`src/rtl/dpwm_dec_pkg.sv`:
```
package dpwm_dec_pkg;

    // Reason attached to an emitted interval result
    typedef enum logic [1:0] {
        FLT_NONE  = 2'd0,
        FLT_SHORT = 2'd1,
        FLT_LONG  = 2'd2,
        FLT_QUIET = 2'd3
    } fault_e;

    // Per-cycle decision of the interval judge
    typedef struct packed {
        logic   emit;   // something reaches the outputs next cycle
        logic   good;   // a legal symbol
        logic   closed; // result belongs to a closed stretch (has a level)
        fault_e fault;
    } verdict_t;

    function automatic fault_e classify_len(input int unsigned len,
                                            input int unsigned lo,
                                            input int unsigned hi);
        if (len < lo)      return FLT_SHORT;
        else if (len > hi) return FLT_LONG;
        else               return FLT_NONE;
    endfunction

endpackage

```
`src/rtl/dpwm_line_sync.sv`:
```
module dpwm_line_sync #(
    parameter int STAGES = 2
) (
    input  logic clk,
    input  logic rst,
    input  logic line_in,
    output logic level_prev,
    output logic edge_seen
);

    logic [STAGES-1:0] chain;
    logic              level_now;

    generate
        if (STAGES == 1) begin : g_single
            always_ff @(posedge clk) begin
                if (rst) chain <= '0;
                else     chain <= line_in;
            end
        end else begin : g_multi
            always_ff @(posedge clk) begin
                if (rst) chain <= '0;
                else     chain <= {chain[STAGES-2:0], line_in};
            end
        end
    endgenerate

    assign level_now = chain[STAGES-1];

    always_ff @(posedge clk) begin
        if (rst) level_prev <= 1'b0;
        else     level_prev <= level_now;
    end

    assign edge_seen = level_now ^ level_prev;

endmodule

```
`src/rtl/dpwm_tick_counter.sv`:
```
module dpwm_tick_counter #(
    parameter int LIMIT = 24,
    parameter int CW    = $clog2(LIMIT + 1)
) (
    input  logic          clk,
    input  logic          rst,
    input  logic          restart,
    output logic [CW-1:0] count,
    output logic          at_limit
);

    localparam logic [CW-1:0] TOP = CW'(LIMIT);

    always_ff @(posedge clk) begin
        if (rst)                count <= TOP;
        else if (restart)       count <= CW'(1);
        else if (count != TOP)  count <= count + CW'(1);
    end

    assign at_limit = (count == TOP);

endmodule

```
`src/rtl/dpwm_interval_judge.sv`:
```
module dpwm_interval_judge
    import dpwm_dec_pkg::*;
#(
    parameter int MIN_TICKS = 4,
    parameter int LEVELS    = 8,
    parameter int CW        = 5,
    parameter int SW        = 3
) (
    input  logic [CW-1:0] len,
    input  logic          edge_seen,
    input  logic          armed,
    input  logic          at_limit,
    output verdict_t      verdict,
    output logic [SW-1:0] sym
);

    localparam int unsigned LO = MIN_TICKS;
    localparam int unsigned HI = MIN_TICKS + LEVELS - 1;
    localparam logic [CW-1:0] BASE = CW'(MIN_TICKS);

    logic [CW-1:0] offset;
    assign offset = len - BASE;
    assign sym    = SW'(offset);

    always_comb begin
        verdict = '0;
        if (edge_seen && armed) begin
            verdict.emit   = 1'b1;
            verdict.closed = 1'b1;
            verdict.fault  = classify_len(32'(len), LO, HI);
            verdict.good   = (verdict.fault == FLT_NONE);
        end else if (!edge_seen && armed && at_limit) begin
            verdict.emit  = 1'b1;
            verdict.fault = FLT_QUIET;
        end
    end

endmodule

```
`src/rtl/pwm_interval_decoder.sv`:
```
module pwm_interval_decoder
    import dpwm_dec_pkg::*;
#(
    parameter  int MIN_TICKS   = 4,
    parameter  int LEVELS      = 8,
    parameter  int QUIET_TICKS = 24,
    parameter  int SYNC_STAGES = 2,
    localparam int SW          = $clog2(LEVELS),
    localparam int CW          = $clog2(QUIET_TICKS + 1)
) (
    input  logic          clk,
    input  logic          rst,
    input  logic          line_in,
    output logic          sym_valid,
    output logic [SW-1:0] sym_data,
    output logic          sym_level,
    output logic          err_pulse,
    output logic [1:0]    err_code
);

    logic          level_prev;
    logic          edge_seen;
    logic [CW-1:0] count;
    logic          at_limit;
    logic          armed;
    verdict_t      verdict;
    logic [SW-1:0] sym;

    dpwm_line_sync #(.STAGES(SYNC_STAGES)) u_sync (
        .clk       (clk),
        .rst       (rst),
        .line_in   (line_in),
        .level_prev(level_prev),
        .edge_seen (edge_seen)
    );

    dpwm_tick_counter #(.LIMIT(QUIET_TICKS), .CW(CW)) u_count (
        .clk     (clk),
        .rst     (rst),
        .restart (edge_seen),
        .count   (count),
        .at_limit(at_limit)
    );

    dpwm_interval_judge #(
        .MIN_TICKS(MIN_TICKS),
        .LEVELS   (LEVELS),
        .CW       (CW),
        .SW       (SW)
    ) u_judge (
        .len      (count),
        .edge_seen(edge_seen),
        .armed    (armed),
        .at_limit (at_limit),
        .verdict  (verdict),
        .sym      (sym)
    );

    // Any transition arms measurement; a timeout disarms it
    always_ff @(posedge clk) begin
        if (rst)                       armed <= 1'b0;
        else if (edge_seen)            armed <= 1'b1;
        else if (armed && at_limit)    armed <= 1'b0;
    end

    always_ff @(posedge clk) begin
        if (rst) begin
            sym_valid <= 1'b0;
            sym_data  <= '0;
            sym_level <= 1'b0;
            err_pulse <= 1'b0;
            err_code  <= FLT_NONE;
        end else begin
            sym_valid <= verdict.emit && verdict.good;
            err_pulse <= verdict.emit && !verdict.good;
            err_code  <= (verdict.emit && !verdict.good) ? verdict.fault : FLT_NONE;
            if (verdict.emit && verdict.good) sym_data  <= sym;
            if (verdict.closed)               sym_level <= level_prev;
        end
    end

endmodule

```
`config.mk`:
```
export PLATFORM = sky130hd
export DESIGN_NAME = pwm_interval_decoder
export DESIGN_NICKNAME = d
export VERILOG_FILES = /design/src/rtl/dpwm_dec_pkg.sv /design/src/rtl/dpwm_line_sync.sv /design/src/rtl/dpwm_tick_counter.sv /design/src/rtl/dpwm_interval_judge.sv /design/src/rtl/pwm_interval_decoder.sv
export SDC_FILE = /design/constraint.sdc
export NUM_CORES = 1
export LEC_CHECK = 0
export CORE_AREA = 10 10 47 49
export CTS_CLUSTER_SIZE = 14
export DETAILED_ROUTE_END_ITERATION = 8
export DIE_AREA = 0 0 57 59
export DONT_BUFFER_PORTS = 1
export GPL_ROUTABILITY_DRIVEN = 0
export PLACE_DENSITY = 0.77
export SETUP_SLACK_MARGIN = 0.2
export SYNTH_ARGS = -nofsm -noshare
export SYNTH_HDL_FRONTEND = slang
export SYNTH_HIERARCHICAL = 1
export SYNTH_SLANG_ARGS = --single-unit
export TNS_END_PERCENT = 5
```
`constraint.sdc`:
```
create_clock -name clk -period 1.8 [get_ports clk]
set_input_delay 0.27 -clock clk [delete_from_list [all_inputs] [get_ports clk]]
set_output_delay 0.27 -clock clk [all_outputs]
set_load 0.01 [all_outputs]
```
**Word-level counts from Yosys, hierarchy flattened**

Cells that the tools add are included.

- Add/sub/neg operators: 2
- Order comparisons: 2
- Equality and inequality tests: 2
- Muxes and demuxes: 12
- Bitwise gates (word level): 2
- Reduce and logical (&&, ||, !) cells: 13

Operators by type and width:

| cell | count |
|---|---|
| two-way mux 2 bit | 6 |
| two-way mux 5 bit | 2 |
| logical AND 1 bit | 6 |
| adder 5 x 1 -> 5 bit, second input constant | 1 |
| equality test 5 bit, second input constant | 1 |
| greater-than comparator 5 x 4 -> 1 bit, second input constant | 1 |
| < comparator 5 x 3 -> 1 bit, second input constant | 1 |
| != test 5 bit, second input constant | 1 |
| two-way mux 1 bit | 4 |
| nonzero test 2 bit | 2 |
| OR reduction 2 bit | 2 |
| subtractor 3 bit, second input constant | 1 |
| zero test 1 bit | 2 |
| zero test 2 bit | 1 |
| inverter 1 bit | 1 |
| bitwise XOR 1 bit | 1 |

- Register bits after elaboration: 17
- Input bits: 3
- Output and inout port bits: 8
- Logic and storage cells: 43

**Longest topological paths before layout**

- Depth in word-level cells: 10
- Gate-level depth with buffers: 8

**Cells and area by module**

Netlist, hierarchy kept.

By module, submodules not included:

| module | instances | cells each | area each (um^2) | seq. area each (um^2) |
|---|---|---|---|---|
| pwm_interval_decoder | 1 | 30 | 330.3 | 180.2 |
| dpwm_tick_counter | 1 | 24 | 237.7 | 100.1 |
| dpwm_interval_judge | 1 | 13 | 93.8 | 0.0 |
| dpwm_line_sync | 1 | 7 | 87.6 | 60.1 |

**Worst setup path before layout**

OpenSTA, ideal clock, no wires.

- Kind: register to register
- Start point: reg u_count.count[0]
- End point: reg err_code[0]
- Arrival time: 1,499 ps
- Required time: 1,685 ps
- Path slack: 186 ps
- Cell stages (with the launch flop): 9
- Path buffers: 2
- Clock period less this slack: 1,614 ps
- Cells stage by stage: dfxtp_1 > inv_1 > ha_1 > and4b_1 > buf_2 > o21a_1 > buf_6 > nor3b_4 > and2_1

RTL lines:

| what | line | text |
|---|---|---|
| start, declared | dpwm_tick_counter.sv:8 | `output logic [CW-1:0] count,` |
| start signal, assigned | dpwm_tick_counter.sv:17 | `else if (count != TOP) count <= count + CW'(1);` |
| end signal, assigned | pwm_interval_decoder.sv:76 | `err_code <= (verdict.emit && !verdict.good) ? verdict.fault : FLT_NONE;` |
| end, declared | pwm_interval_decoder.sv:18 | `output logic [1:0] err_code` |

==> results.toml <==
[status]
outcome = "completed"

[logic_synthesis]
synth_cells = 74
synth-edff-count = 0
synth_cell_types = 27
synthArstFlopShare_pct = 0
ys_seq_area_share_pct = 45.4
avgSynthCellArea_sq_um = 10.1
synth_top_area_share_pct = 45.4
synthTopCellsByArea = "dfxtp_1 45%, xnor2_1 4.7%, nor2b_1 4.2%"
yosys_warnings = 6
synth_area_leader_cell = "dfxtp_1"
synth_fp_nets = 79
netlist_area_sq_um = 749
ys_dominant_reg_cell = "dfxtp_1"
synth-seq-cells = 17

[global_routing]
grt_max_degree = 16
use_met2_pct = 11.6
grt_use_total_pct = 7.92
grt_overflow_total = 0
grt_pass1_wl_mm = 2.06
grt_pass1_vias = 461
use_met1_pct = 8.10
busiest_layer = "met2"
use_met3_pct = 4.08
antenna_found_initial = 0

[cells_and_area]
fin_area_sq_um = 802
layout-drive-gt1-share_pct = 20.5
fillers = 125
layout.nets = 84
n_antenna_cell = 0
synthToLayoutAreaGrowth_pct = 7.01

[setup_path]
reg2reg_slack_ps = 260
reg2reg_from = "u_count/count[0]$_SDFFE_PP0P_"
cp-start-kind = "register"
timing.rr.end = "err_code[0]$_SDFF_PP0_"
crit_path_end_kind = "register"
crit_end = "err_code[0]$_SDFF_PP0_"
cpMaxStageDelayCell = "dfxtp_2"
crit_path_cell_trace = "inv_1, ha_1, and4b_2, o21a_4, nor3b_4, and2_1"
reg2reg_depth = 6
setup.worst_path.start = "u_count/count[0]$_SDFFE_PP0P_"
worstSetupPathType = "reg -> reg"
cp.arrival_ps = 1730
required_ps = 1990
max_stage_delay_ps = 370
cp_max_fo = 9

[clocking]
path_clk_slew_ps = 90
cts_max_path_buffers = 2
cts_buffers = 3
clk_latency_ps = 280
htree_levels = 1
tritoncts = "yes"
cts_num_sinks = 17
cts-hold-fix-buffers = 0
root_buffer = "clkbuf_4"

[sta]
fin_crit_ps = 1540
clock_skew_ps = 2.34
worst_pin_slew_ps = 349
rsz0062_at_grt = "no"
finalMaxSlewViolations = 0
setup_violations = 0
fin_crit_sh_pct = 85.8
timing.final.hold_violations = 0
relSlewSlack_pct = 76.8
clock.fmax_mhz = 648
finalSetupTns_ps = 0

[power_and_ir_drop]
seqPwrFrac_pct = 50.2
p_per_area_nw_per_um2 = 1110
power_switching_w = 0.000258
p_clk_share_pct = 22.2
switching_share_pct = 29.0
p_int_w = 0.000632
pwr-share-comb_pct = 27.6
leakage_nw = 0.307
vdd_drop_max_v = 0.000677

[place]
hpwl_microns = 907
portBuffers = 0
place_area_sq_um = 751

[routing]
postRouteAntennaNets = 0
wl_per_cell_microns = 13.5
drtIter0Drc = 4
vias = 506
dr.pass1.iters = 4
viasPerCell = 5.38
drc = 0
drt_wl_total_mm = 1.27

[worst_hold_path]
hp-class = "in -> reg"

[floorplanning]
ios = 11
initial_core_util_pct = 53.5
die_w_microns = 57
die_height_microns = 59
core_area_sq_um = 1400
floorplan.rows = 14
die_area_sq_um = 3360

[run]
maxCapViolCount = 0
## worst max-delay path: cells and delay by family (launching register included)
| family | cells | cell delay (ps) |
|---|---|---|
| and+or+nand+nor | 3 | 570 |
| DFF | 1 | 370 |
| AOI/OAI and AO/OA | 1 | 240 |
| adders and majority gates | 1 | 200 |
| buffers and inverters | 1 | 80 |
## cells in the mapped netlist (all sizes together) (2+ instances only)
cell   count
nand3      5
nor2b      5
xnor2      4
a21o       2
a21bo      3
o21a       2
ha         2
nand2      2
buf        5
inv        5
a21oi      5
dfxtp     17
nor2       2
mux2i      2
xor2       2
and2       3
## layout by cell type (no fill, tap or decap), types with 2 or more instances in the layout
cell type   n
a21bo_2     2
a21o_1      2
a21oi_1     5
and2_1      3
buf_4       5
clkbuf_4    3
dfxtp_1    15
dfxtp_2     2
ha_1        2
inv_1       5
mux2i_1     2
nand2_1     2
nand3_1     5
nor2_1      2
nor2b_1     5
xnor2_1     4
xor2_1      2
## per-stage QoR
| stage | total power [W] | util [%] | hold WS [ps] | setup WS [ps] | std cells |
|---|---|---|---|---|---|
| 4_1_cts | 0.000849 | 56.2 | 33.0 | 203 | 92 |
| 6_report | 0.000891 | 57.2 | 36.7 | 256 | 94 |
| 3_5_place_dp | 0.000642 | 53.6 | 340 | 122 | 88 |
| 2_1_floorplan | 0.000640 | - | 332 | 212 | 74 |
| 5_1_grt | 0.000941 | 57.2 | 24.3 | 207 | 94 |
| 3_3_place_gp | 0.000630 | 53.6 | 336 | 199 | 88 |
## logic make-up (layout without fill, tap and decap cells)
logic type | count (synthesis) | count (layout) | synth area share, %
AOI/OAI and AO/OA | 13 | 13 | 12.4
xor gates and xnor gates | 6 | 6 | 7.01
adders and majority gates | 2 | 2 | 3.34
buffers and inverters | 10 | 14 | 8.18
DFF | 17 | 17 | 45.4
muxes | 2 | 2 | 2.67
and+or+nand+nor | 24 | 24 | 21.0
## sequential cells by signal (all words and copies together), names as in the netlist
name               cells
u_count/count          5
sym_data               3
err_code               2
u_sync/chain           2
armed                  1
err_pulse              1
sym_level              1
sym_valid              1
u_sync/level_prev      1
## layer usage
metal	share of wire, %	vias up
li1	-	252
met1	44	237
met2	45	13
met3	7.2	4
met4	3.3	0
met5	0	-
## power by group through the flow
| stage | logic (W) | registers (W) | clock network, W |
|---|---|---|---|
| 6_report | 0.000246 | 0.000447 | 0.000198 |
| 5_1_grt | 0.000268 | 0.000454 | 0.000219 |
| 4_1_cts | 0.000200 | 0.000447 | 0.000203 |
| 3_5_place_dp | 0.000189 | 0.000453 | 0 |
| 3_3_place_gp | 0.000180 | 0.000451 | 0 |
| 2_1_floorplan | 0.000191 | 0.000449 | 0 |
## layout make-up
cell class / instances / area (sq um) / area share, %
Multi-Input combinational cell: 47 / 357 / 44.5
Sequential cell: 17 / 343 / 42.7
Tap cell: 16 / 20.0 / 2.50
Clock buffer: 4 / 26.3 / 3.28
Inverter: 5 / 18.8 / 2.34
Timing Repair Buffer: 5 / 37.5 / 4.68
## worst min-delay path by stage
stage / slack [ps] / startpoint / cells past startpoint / endpoint
finish: 40 / rst / 1 / u_count/count[0]$_SDFFE_PP0P_
CTS: 30 / rst / 1 / sym_data[0]$_SDFFE_PP0P_
detailed placement: 340 / rst / 1 / u_count/count[0]$_SDFFE_PP0P_
floorplan: 330 / rst / 1 / u_count/count[0]$_SDFFE_PP0P_
global route: 20 / rst / 1 / u_count/count[0]$_SDFFE_PP0P_
global placement: 340 / rst / 1 / u_count/count[0]$_SDFFE_PP0P_
## what timing repair did
action | 4_1_cts | 5_1_grt
hold endpoints to repair | 0 | 0
endpoints found under the setup margin | 5 | 5
setup buffers | 0 | 2
resized for setup | 4 | 0
pin swaps | 0 | 1
(Power assumes the default switching activity.)
